===== src/rtl/adsu_pkg.sv =====
// Package: shared constants for the dual-radix digit adder-subtractor.
// Assumes a 4-bit digit, so a hex digit spans 16 codes and a decimal digit 10.
package adsu_pkg;
    localparam int HEX_RADIX = 16;
    localparam int DEC_RADIX = 10;
    localparam int DEC_MAX   = DEC_RADIX - 1;
    localparam int DEC_ADJ   = HEX_RADIX - DEC_RADIX;
endpackage


===== src/rtl/adsu_fa_cell.sv =====
// Module: one-bit full-adder cell.
// Sum is the odd parity of the three inputs, and carry is their majority.
// Assumes nothing beyond single-bit inputs.
module adsu_fa_cell (
    input  logic x,
    input  logic y,
    input  logic z,
    output logic s,
    output logic c
);
    // Sum and majority carry.
    always_comb begin
        s = x ^ y ^ z;
        c = (x & y) | (x & z) | (y & z);
    end
endmodule


===== src/rtl/adsu_fs_cell.sv =====
// Module: one-bit full-subtractor cell computing x - y - z.
// Difference is the odd parity of the inputs. Borrow is x'y + x'z + yz.
// Assumes x is the minuend bit, y the subtrahend bit and z the incoming borrow.
module adsu_fs_cell (
    input  logic x,
    input  logic y,
    input  logic z,
    output logic d,
    output logic b
);
    // Difference and borrow.
    always_comb begin
        d = x ^ y ^ z;
        b = (~x & y) | (~x & z) | (y & z);
    end
endmodule


===== src/rtl/adsu_ripple.sv =====
// Module: W-bit ripple add/subtract built from bit cells.
// Every bit position holds both a full-adder and a full-subtractor cell.
// sub_sel picks which cell drives the result bit and the chain into the next bit.
// Assumes cin is a carry when adding and a borrow when subtracting.
module adsu_ripple #(
    parameter int W = 4
) (
    input  logic [W-1:0] x,
    input  logic [W-1:0] y,
    input  logic         cin,
    input  logic         sub_sel,
    output logic [W-1:0] r,
    output logic         cout
);
    logic [W:0]   chain;
    logic [W-1:0] add_s;
    logic [W-1:0] add_c;
    logic [W-1:0] sub_d;
    logic [W-1:0] sub_b;

    assign chain[0] = cin;

    for (genvar i = 0; i < W; i++) begin : g_bit
        adsu_fa_cell fa_i (
            .x(x[i]),
            .y(y[i]),
            .z(chain[i]),
            .s(add_s[i]),
            .c(add_c[i])
        );
        adsu_fs_cell fs_i (
            .x(x[i]),
            .y(y[i]),
            .z(chain[i]),
            .d(sub_d[i]),
            .b(sub_b[i])
        );
        // Select the active cell for this bit.
        always_comb begin
            r[i]        = sub_sel ? sub_d[i] : add_s[i];
            chain[i+1]  = sub_sel ? sub_b[i] : add_c[i];
        end
    end

    assign cout = chain[W];
endmodule


===== src/rtl/adsu_digit_chk.sv =====
// Module: flags a digit that lies above the largest decimal code.
// Assumes W is 4, so that a decimal digit covers 0 to 9.
module adsu_digit_chk #(
    parameter int W = 4
) (
    input  logic [W-1:0] dig,
    output logic         over
);
    localparam logic [W-1:0] LIMIT = W'(adsu_pkg::DEC_MAX);

    // Compare against the decimal limit.
    always_comb over = (dig > LIMIT);
endmodule


===== src/rtl/adsu_dec_fix.sv =====
// Module: decimal correction after the binary ripple.
// In add, a carry, or a raw value of ten or more, calls for adding six.
// A raw value of ten or more is exactly the case where raw + 6 carries.
// In subtract, a borrow calls for subtracting six modulo 16.
// In hex mode the raw value and carry pass through unchanged.
// Assumes W is 4.
module adsu_dec_fix #(
    parameter int W = 4
) (
    input  logic [W-1:0] raw,
    input  logic         raw_c,
    input  logic         sub_sel,
    input  logic         dec_sel,
    output logic [W-1:0] res,
    output logic         co
);
    localparam logic [W-1:0] ADJ = W'(adsu_pkg::DEC_ADJ);

    logic [W-1:0] fixed;
    logic         fix_c;
    logic         need;

    adsu_ripple #(.W(W)) adj_i (
        .x(raw),
        .y(ADJ),
        .cin(1'b0),
        .sub_sel(sub_sel),
        .r(fixed),
        .cout(fix_c)
    );

    // Decide on the correction and pick the output.
    always_comb begin
        need = sub_sel ? raw_c : (raw_c | fix_c);
        if (dec_sel) begin
            res = need ? fixed : raw;
            co  = need;
        end else begin
            res = raw;
            co  = raw_c;
        end
    end
endmodule


===== src/rtl/bcdhex_addsub.sv =====
// Module: dual-radix single-digit adder-subtractor (top).
// A binary ripple of bit cells feeds a decimal correction stage.
// The bad-operand flag is raised in decimal mode when either operand exceeds 9.
// Purely combinational, so it has no clock and no reset.
// Assumes DIGIT_W is 4.
module bcdhex_addsub #(
    parameter int DIGIT_W = 4
) (
    input  logic [DIGIT_W-1:0] opa_i,
    input  logic [DIGIT_W-1:0] opb_i,
    input  logic               cy_i,
    input  logic               sub_i,
    input  logic               dec_i,
    output logic [DIGIT_W-1:0] dig_o,
    output logic               cy_o,
    output logic               bad_o
);
    logic [DIGIT_W-1:0] raw;
    logic               raw_c;
    logic               a_over;
    logic               b_over;

    adsu_ripple #(.W(DIGIT_W)) core_i (
        .x(opa_i),
        .y(opb_i),
        .cin(cy_i),
        .sub_sel(sub_i),
        .r(raw),
        .cout(raw_c)
    );

    adsu_dec_fix #(.W(DIGIT_W)) fix_i (
        .raw(raw),
        .raw_c(raw_c),
        .sub_sel(sub_i),
        .dec_sel(dec_i),
        .res(dig_o),
        .co(cy_o)
    );

    adsu_digit_chk #(.W(DIGIT_W)) chk_a_i (.dig(opa_i), .over(a_over));
    adsu_digit_chk #(.W(DIGIT_W)) chk_b_i (.dig(opb_i), .over(b_over));

    // Bad-operand flag, decimal mode only.
    always_comb bad_o = dec_i & (a_over | b_over);
endmodule


===== config.mk =====
export PLATFORM = sky130hd
export DESIGN_NAME = bcdhex_addsub
export DESIGN_NICKNAME = d
export VERILOG_FILES = /design/src/rtl/adsu_pkg.sv /design/src/rtl/adsu_fa_cell.sv /design/src/rtl/adsu_fs_cell.sv /design/src/rtl/adsu_ripple.sv /design/src/rtl/adsu_digit_chk.sv /design/src/rtl/adsu_dec_fix.sv /design/src/rtl/bcdhex_addsub.sv
export SDC_FILE = /design/constraint.sdc
export NUM_CORES = 1
export LEC_CHECK = 0
export ABC_AREA = 1
export BUFFER_PORTS_ARGS = -buffer_cell sky130_fd_sc_hd__buf_2
export CORE_AREA = 2 2 39 41
export DETAILED_ROUTE_END_ITERATION = 10
export DIE_AREA = 0 0 41 43
export PLACE_DENSITY_LB_ADDON = 0.1
export SYNTH_ARGS = -nofsm -noshare
export SYNTH_HDL_FRONTEND = slang
export SYNTH_SLANG_ARGS = --single-unit
export TNS_END_PERCENT = 5

===== constraint.sdc =====
create_clock -name vclk -period 2.7
set_clock_uncertainty 0.1 [all_clocks]
set_input_delay 0.27 -clock vclk [all_inputs]
set_output_delay 0.27 -clock vclk [all_outputs]
set_load 0.01 [all_outputs]

==> results of run 1 <==
[layout make-up]
type                       instances  area (um2)  share of cell area
tap                               16        20.0              0.0311
inverter                          12        47.5              0.0738
multi-input combinational         71         492               0.763
timing repair buffer              17        85.1               0.132
[power by group through the flow]
stage / clock, W / sequential, W / combinational [W]
global placement: 0 / 0 / 0.000167
global route: 0 / 0 / 0.000188
floorplan: 0 / 0 / 0.000130
detailed placement: 0 / 0 / 0.000169
finish: 0 / 0 / 0.000168
CTS: 0 / 0 / 0.000170
[cells in the mapped netlist]
cell      count
nand3_1       4
xor2_1        1
nor2_1        6
nand2_2      10
ha_1          8
inv_1        11
buf_4         1
inv_4         1
xnor2_2       1
a21boi_4      1
nand2_4       3
o21bai_1      1
buf_6         1
or2_2         1
nor2_4        1
nand4_1       1
nand3_4       1
a21oi_1       2
nand3_2       4
xnor2_1       1
nand2_1      19
o21ai_0       6
[metrics by stage]
step,hold slack [ns],worst slack (ns),util,cell area [um2],total power [W]
2_1_floorplan,0.546,0.672,-,558,0.000130
3_3_place_gp,0.750,0.424,0.466,644,0.000167
3_5_place_dp,0.743,0.397,0.466,644,0.000169
4_1_cts,0.749,0.393,0.466,644,0.000170
5_1_grt,0.766,0.195,0.466,644,0.000188
6_report,0.745,0.397,0.466,644,0.000168
[worst max-delay path by stage]
stage | slack (ns) | to | cells past startpoint | from
floorplan | 0.67 | dig_o[1] | 14 | opa_i[0]
global placement | 0.42 | dig_o[2] | 18 | opa_i[0]
detailed placement | 0.40 | dig_o[2] | 18 | opa_i[0]
CTS | 0.39 | dig_o[2] | 18 | opa_i[0]
global route | 0.20 | dig_o[2] | 18 | opa_i[0]
finish | 0.40 | dig_o[2] | 18 | opa_i[0]
[routing by layer]
layer | up-vias | global-route usage | part of all wire
met5 | - | 0 | 0
met4 | 0 | 0 | 0
met3 | 0 | 0 | 0.036
met2 | 10 | 0.263 | 0.50
met1 | 230 | 0.152 | 0.46
li1 | 301 | - | -
[cell families (layout without fill, tap and decap cells)]
group,after synthesis,count (layout),share of synthesized area
xor gates and xnor gates,3,3,0.0606
adders and majority gates,8,8,0.179
and+or+nand+nor,50,50,0.522
AOI/OAI and AO/OA,10,10,0.119
buffers and inverters,14,29,0.119
==> results_dict.tcl, run 1 <==
set metrics [dict create \
    status "completed" \
    pwr-share-clk 0 \
    grt_pass1_vias 487 \
    hold_buffers 0 \
    whs_endpoint "dig_o[0]" \
    fin_crit_ns 2.30 \
    gr-total-overflow 0 \
    sw_frac_of_total 0.597 \
    nets 121 \
    cpPeakStageDelay_ns 0.22 \
    start_util 0.403 \
    flops_and_latches 0 \
    start_kind "primary input" \
    p_per_area_mw_per_mm2 260 \
    yosysSeqAreaShare 0 \
    drtPass1Iterations 3 \
    avgSynthCellArea_um2 6.57 \
    nFillCells 155 \
    cpMaxStageDelayCell "ha_1" \
    port_buffers 17 \
    core.rowCount 14 \
    drc 0 \
    die_w_um 41 \
    worstHoldPathCells 3 \
    min_from "cy_i" \
    crit_buf_inv 5 \
    drive_above_1_share 0.400 \
    drt-initial-drc-count 3 \
    yosys.area.top_type_share 0.179 \
    synth.area.top_cells "ha_1 (18%), nand2_1 (13%), nand2_2 (11%)" \
    dp_hpwl_um 922 \
    routedWlPerCell_um 8.94 \
    ff_latch_area_um2 0 \
    place.gp.congestion 0.710 \
    crit_type "in2out" \
    cap_viol_max_count 0 \
    synth_warnings 0 \
    antenna_found_initial 0 \
    syn_nets 104 \
    clkbuf_count 0 \
    hold_path_class "in2out" \
    cp-end-kind "output pin" \
    final_common_cell "nand2_1" \
    grt_pass1_wl_mm 1.75 \
    hold_violations 0 \
    synth_cell_types 22 \
    power_frac_seq 0 \
    power_leakage_nw 0.384 \
    avgViaCountPerCell 4.66 \
    period_share 0.853 \
    worst-path-max-fanout 5 \
    grt_max_degree 10 \
    setup_viol 0 \
    core_area_mm2 0.00138 \
    cp_cell_sequence "buf_2 > inv_1 > ha_1 > nor2_4 > nand2_2 > nand2_2 > nand2_4 > xnor2_2 > inv_1 > nand2_1 > nand3_2 > nand2_4 > nand3_4 > nand2_4 > nand3_1 > nand2_1 > inv_1 > buf_2" \
    ir_drop_v 0.0000867 \
    diodes 0 \
    finalWirelength_mm 1.04 \
    crit_arrival_ns 1.93 \
    intPower_w 0.0000676 \
    dieArea_mm2 0.00176 \
    syn_to_final_growth_pct 15.5 \
    yosys.area.top_type "ha_1" \
    die_h_um 43 \
    worst_slew_pin_slew_ns 0.294 \
    report.final.slew_viol_count 0 \
    rsz0062_at_grt "no" \
    dp.cells 116 \
    post_cts_resized 0 \
    synth_area_um2 558 \
    p_switching_w 0.000100 \
    final-instance-count-excl-fill 116 \
    vias 541 \
    p_comb_frac 1.000 \
    syn_inst 85 \
    fmax_mhz 434 \
    grt_usage 0.132 \
    critical_path.top_delay_family "simple AND/OR/NAND/NOR gates" \
    setup_tns_ns 0 \
    ant_nets 0 \
    relSlewSlack 0.802 \
    cts_setup_buffers 0 \
    io_pins 17 \
    cp.required_ns 2.33 \
    final_cell_mix "nand2_1 (19), buf_2 (17), inv_1 (11), nand2_2 (10), ha_1 (8)" \
]
Note: power is estimated with default switching activity, not from simulation.
==> inputs of run 2 (changes only) <==
Clock period 2.7 ns to 2 ns, I/O delays scaled along.
==> results_dict.tcl, run 2 (synthesis gave the netlist of run 1 again) <==
set metrics [dict create \
    status "complete, but fails checks" \
    failed_checks "negative setup slack" \
    crit_arrival_ns 1.79 \
    relSlewSlack 0.815 \
    cp-end-kind "output pin" \
    power_leakage_nw 0.465 \
    routedWlPerCell_um 9.14 \
    utilization 0.606 \
    drt-initial-drc-count 1 \
    dp_hpwl_um 969 \
    worst_slew_pin_slew_ns 0.275 \
    diodes 0 \
    fin_crit_ns 2.09 \
    grt_pass1_vias 490 \
    die_w_um 41 \
    avgViaCountPerCell 4.49 \
    hold_slack_ns 0.607 \
    syn_to_final_growth_pct 50.2 \
    nets 135 \
    cp-endpoint "dig_o[2]" \
    dieArea_mm2 0.00176 \
    critPathLaunch "opa_i[0]" \
    hold_violations 0 \
    ant_nets 0 \
    start_util 0.403 \
    period_share 1.04 \
    ff_latch_area_um2 0 \
    die_h_um 43 \
    fin_total_pwr_w 0.000294 \
    final_common_cell "nand2_1" \
    grt_max_degree 7 \
    rsz0062_at_grt "yes" \
    fin_ws_ns -0.0862 \
    clkbuf_count 0 \
    core.rowCount 14 \
    drc 0 \
    drtPass1Iterations 2 \
    crit_type "in2out" \
    hold_path_class "in2out" \
    io_pins 17 \
    final_cell_mix "nand2_1 (15), buf_2 (14), buf_4 (14), nand2_2 (13), inv_1 (10)" \
    pre_cts_slack_ns -0.169 \
    ir_drop_v 0.000142 \
    report.final.slew_viol_count 0 \
    fmax_mhz 479 \
    setup_tns_ns -0.228 \
    start_kind "primary input" \
    vias 584 \
    grt_usage 0.143 \
    finalWirelength_mm 1.19 \
    worst-path-max-fanout 5 \
    setup_viol 3 \
    cap_viol_max_count 0 \
    flops_and_latches 0 \
    cp.required_ns 1.70 \
    port_buffers 17 \
    p_per_area_mw_per_mm2 351 \
    place.gp.congestion 0.716 \
    grt_pass1_wl_mm 1.86 \
    antenna_found_initial 0 \
    core_area_mm2 0.00138 \
    drive_above_1_share 0.561 \
    gr-total-overflow 0 \
]
## run 2: repair_timing
action	4_1_cts	5_1_grt
pin swaps	18	14
endpoints found under the setup margin	4	4
setup buffers	3	2
hold buffers	0	0
resized for setup	13	10
## run 2: worst min-delay path by stage
stage               start       end  slack (ns)  cells past startpoint
floorplan           dec_i     bad_o        0.41                      2
global placement     cy_i  dig_o[0]        0.61                      3
detailed placement   cy_i  dig_o[0]        0.61                      3
CTS                  cy_i  dig_o[0]        0.61                      3
global route         cy_i  dig_o[0]        0.64                      3
finish               cy_i  dig_o[0]        0.61                      3
## run 2: final cells by class
type               instances  area (um2)
multi-input cells         71         556
fillers                  143         546
repair buffers            31         213
inverters                 12        50.0
well taps                 16        20.0
## run 2: layer usage
metal	track usage	up-vias	part of all wire
li1	-	327	-
met1	0.174	247	0.43
met2	0.275	10	0.54
met3	0	0	0.032
met4	0	0	0
met5	0	-	0
## run 2: critical path, stage by stage
cell      delay [ns]
buf_8           0.11
ha_4            0.15
nor2_4          0.08
nand2_2         0.06
nand2_2         0.08
nand2_4         0.07
a21boi_4        0.21
nand2_2         0.10
nand2_2         0.07
nand3_2         0.09
nand2_4         0.09
nand3_4         0.07
nand2_4         0.10
nand2_2         0.05
nand2_1         0.05
nand2_1         0.04
inv_1           0.04
buf_2           0.11
## run 2: through the flow
stage / cell area (um2) / std cells
after floorplan: 558 / 85
after CTS: 790 / 128
after global placement: 712 / 125
after detailed placement: 712 / 125
final: 838 / 130
after global routing: 838 / 130
## run 2: power breakdown
group          switching, W  internal (W)  total [W]  leakage (nW)
combinational      0.000155      0.000139   0.000294         0.465
clock                     0             0          0             0
sequential                0             0          0             0
total              0.000155      0.000139   0.000294         0.465
==> inputs of run 3 (changes only) <==
Settings changed: CORE_AREA 2 2 39 41 to 8 8 47 49, DIE_AREA 0 0 41 43 to 0 0 55 57, SLEW_MARGIN from default to 10, SYNTH_HIERARCHICAL from default to 1.
==> results_dict.tcl, run 3 <==
set metrics [dict create \
    hold_slack_ns 0.647 \
    power_leakage_nw 0.586 \
    dieArea_mm2 0.00314 \
    place.gp.congestion 0.707 \
    yosys.area.top_type_share 0.449 \
    finalWirelength_mm 1.61 \
    hold_buffers 0 \
    rsz0062_at_grt "yes" \
    ant_nets 0 \
    synth_cell_types 10 \
    synth_area_um2 713 \
    drive_above_1_share 0.490 \
    grt_pass1_vias 725 \
    fin_crit_ns 3.75 \
    flops_and_latches 0 \
    io_pins 17 \
    fin_total_pwr_w 0.000442 \
    status "complete, but fails checks" \
    die_h_um 57 \
    start_util 0.452 \
    crit_type "in2out" \
    drt-initial-drc-count 5 \
    final_common_cell "nand2_1" \
    dp.cells 161 \
    hold_path_class "in2out" \
    setup_viol 5 \
    period_share 1.88 \
    post-synth-top-count-cell "nand2_1" \
    cp.required_ns 1.70 \
    diodes 0 \
    core_area_mm2 0.00158 \
    fmax_mhz 267 \
    failed_checks "negative setup slack" \
    drc 0 \
    whs_endpoint "bad_o" \
    port_buffers 17 \
    synth.area.top_cells "fa_1 (45%), nand2_1 (31%), inv_1 (11%)" \
    hold_violations 0 \
    p_per_area_mw_per_mm2 425 \
    nets 174 \
    min_from "dec_i" \
    yosys.area.top_type "fa_1" \
    synth_warnings 6 \
    ir_drop_v 0.000177 \
    grt_max_degree 18 \
    antenna_found_initial 0 \
    worstHoldPathCells 4 \
    die_w_um 55 \
    nFillCells 166 \
    gr-total-overflow 0 \
    vias 708 \
    routedWlPerCell_um 9.96 \
    ff_latch_area_um2 0 \
    synthTopCellsByCount "nand2_1 (58), inv_1 (21), fa_1 (16)" \
    core.rowCount 15 \
    avgSynthCellArea_um2 6.31 \
    fin_ws_ns -1.75 \
    clkbuf_count 0 \
    final-instance-count-excl-fill 162 \
    start_kind "primary input" \
    cap_viol_max_count 0 \
    final_cell_mix "nand2_1 (33), nand2_2 (22), inv_1 (17), buf_2 (13), fa_2 (12)" \
    drtPass1Iterations 4 \
    report.final.slew_viol_count 0 \
    grt_pass1_wl_mm 3.01 \
    yosysSeqAreaShare 0 \
    syn_inst 113 \
    avgViaCountPerCell 4.37 \
    syn_to_final_growth_pct 45.8 \
    grt_usage 0.116 \
    worst-path-max-fanout 6 \
    crit_arrival_ns 3.45 \
    cp-end-kind "output pin" \
    dp_hpwl_mm 1.40 \
]
## run 3: kinds of logic (layout without fill, tap and decap cells)
| logic type | count (synthesis) | in the layout | share of synthesized area |
|---|---|---|---|
| simple gates | 70 | 70 | 0.388 |
| fa+ha+maj | 16 | 16 | 0.449 |
| buf+inv | 25 | 49 | 0.153 |
| other cells | 2 | 10 | 0.0105 |
## run 3: metal layers
layer	up-vias	part of all wire	GRT usage	wire (um)
met5	-	0	0	0
met4	0	0	0	0
met3	0	0.013	0.00519	21
met2	5	0.60	0.224	964
met1	332	0.39	0.141	628
li1	371	-	-	-
## run 3: layout make-up
cell class / instances / area, um2 / share of cell area
Timing Repair Buffer: 26 / 178 / 0.171
Inverter: 23 / 86.3 / 0.0830
Tap cell: 17 / 21.3 / 0.0205
Multi-Input combinational cell: 96 / 754 / 0.726
## run 3: power breakdown
part | total (W) | internal, W | switching (W)
combinational | 0.000442 | 0.000201 | 0.000241
clock | 0 | 0 | 0
sequential | 0 | 0 | 0
total | 0.000442 | 0.000201 | 0.000241
## run 3: critical path, stage by stage
cell	delay [ns]
buf_6	0.08
inv_2	0.03
fa_2	0.38
nand2_2	0.09
nand2_4	0.06
fa_2	0.51
nand2_1	0.05
nand2_2	0.10
inv_2	0.04
fa_2	0.34
nand2_2	0.08
nand2_4	0.07
fa_2	0.35
nand2_2	0.09
nand2_4	0.06
fa_2	0.35
nand2_2	0.08
nand2_2	0.06
nand3_4	0.11
nand2_4	0.06
nand2_1	0.08
nand2_2	0.05
buf_6	0.11
## run 3: worst max path at each step
stage                    end  startpoint  cells past startpoint  slack (ns)
detailed placement  dig_o[0]    opb_i[0]                     22       -2.00
finish              dig_o[1]    opa_i[0]                     23       -1.75
global placement    dig_o[0]    opb_i[0]                     22       -1.94
floorplan           dig_o[0]    opb_i[0]                     21       -1.42
CTS                 dig_o[1]    opa_i[0]                     23       -1.81
global route        dig_o[2]    opa_i[0]                     23       -1.91
## run 3: stage by stage
step                      instance area (um2)  TNS (ns)  utilization  setup slack [ns]
after floorplan                           793     -6.96            -             -1.42
after global placement                    937     -9.60        0.594             -1.94
after detailed placement                  937     -9.89        0.594             -2.00
after CTS                                 983     -8.96        0.624             -1.81
after global routing                     1040     -9.50        0.660             -1.91
final                                    1040     -8.70        0.660             -1.75
## run 3: what timing repair did
item                       4_1_cts  5_1_grt
cloned                           0        0
gates resized for setup         12       16
setup buffers                    1        0
setup endpoints to repair        5        5
pin swaps                       23       12
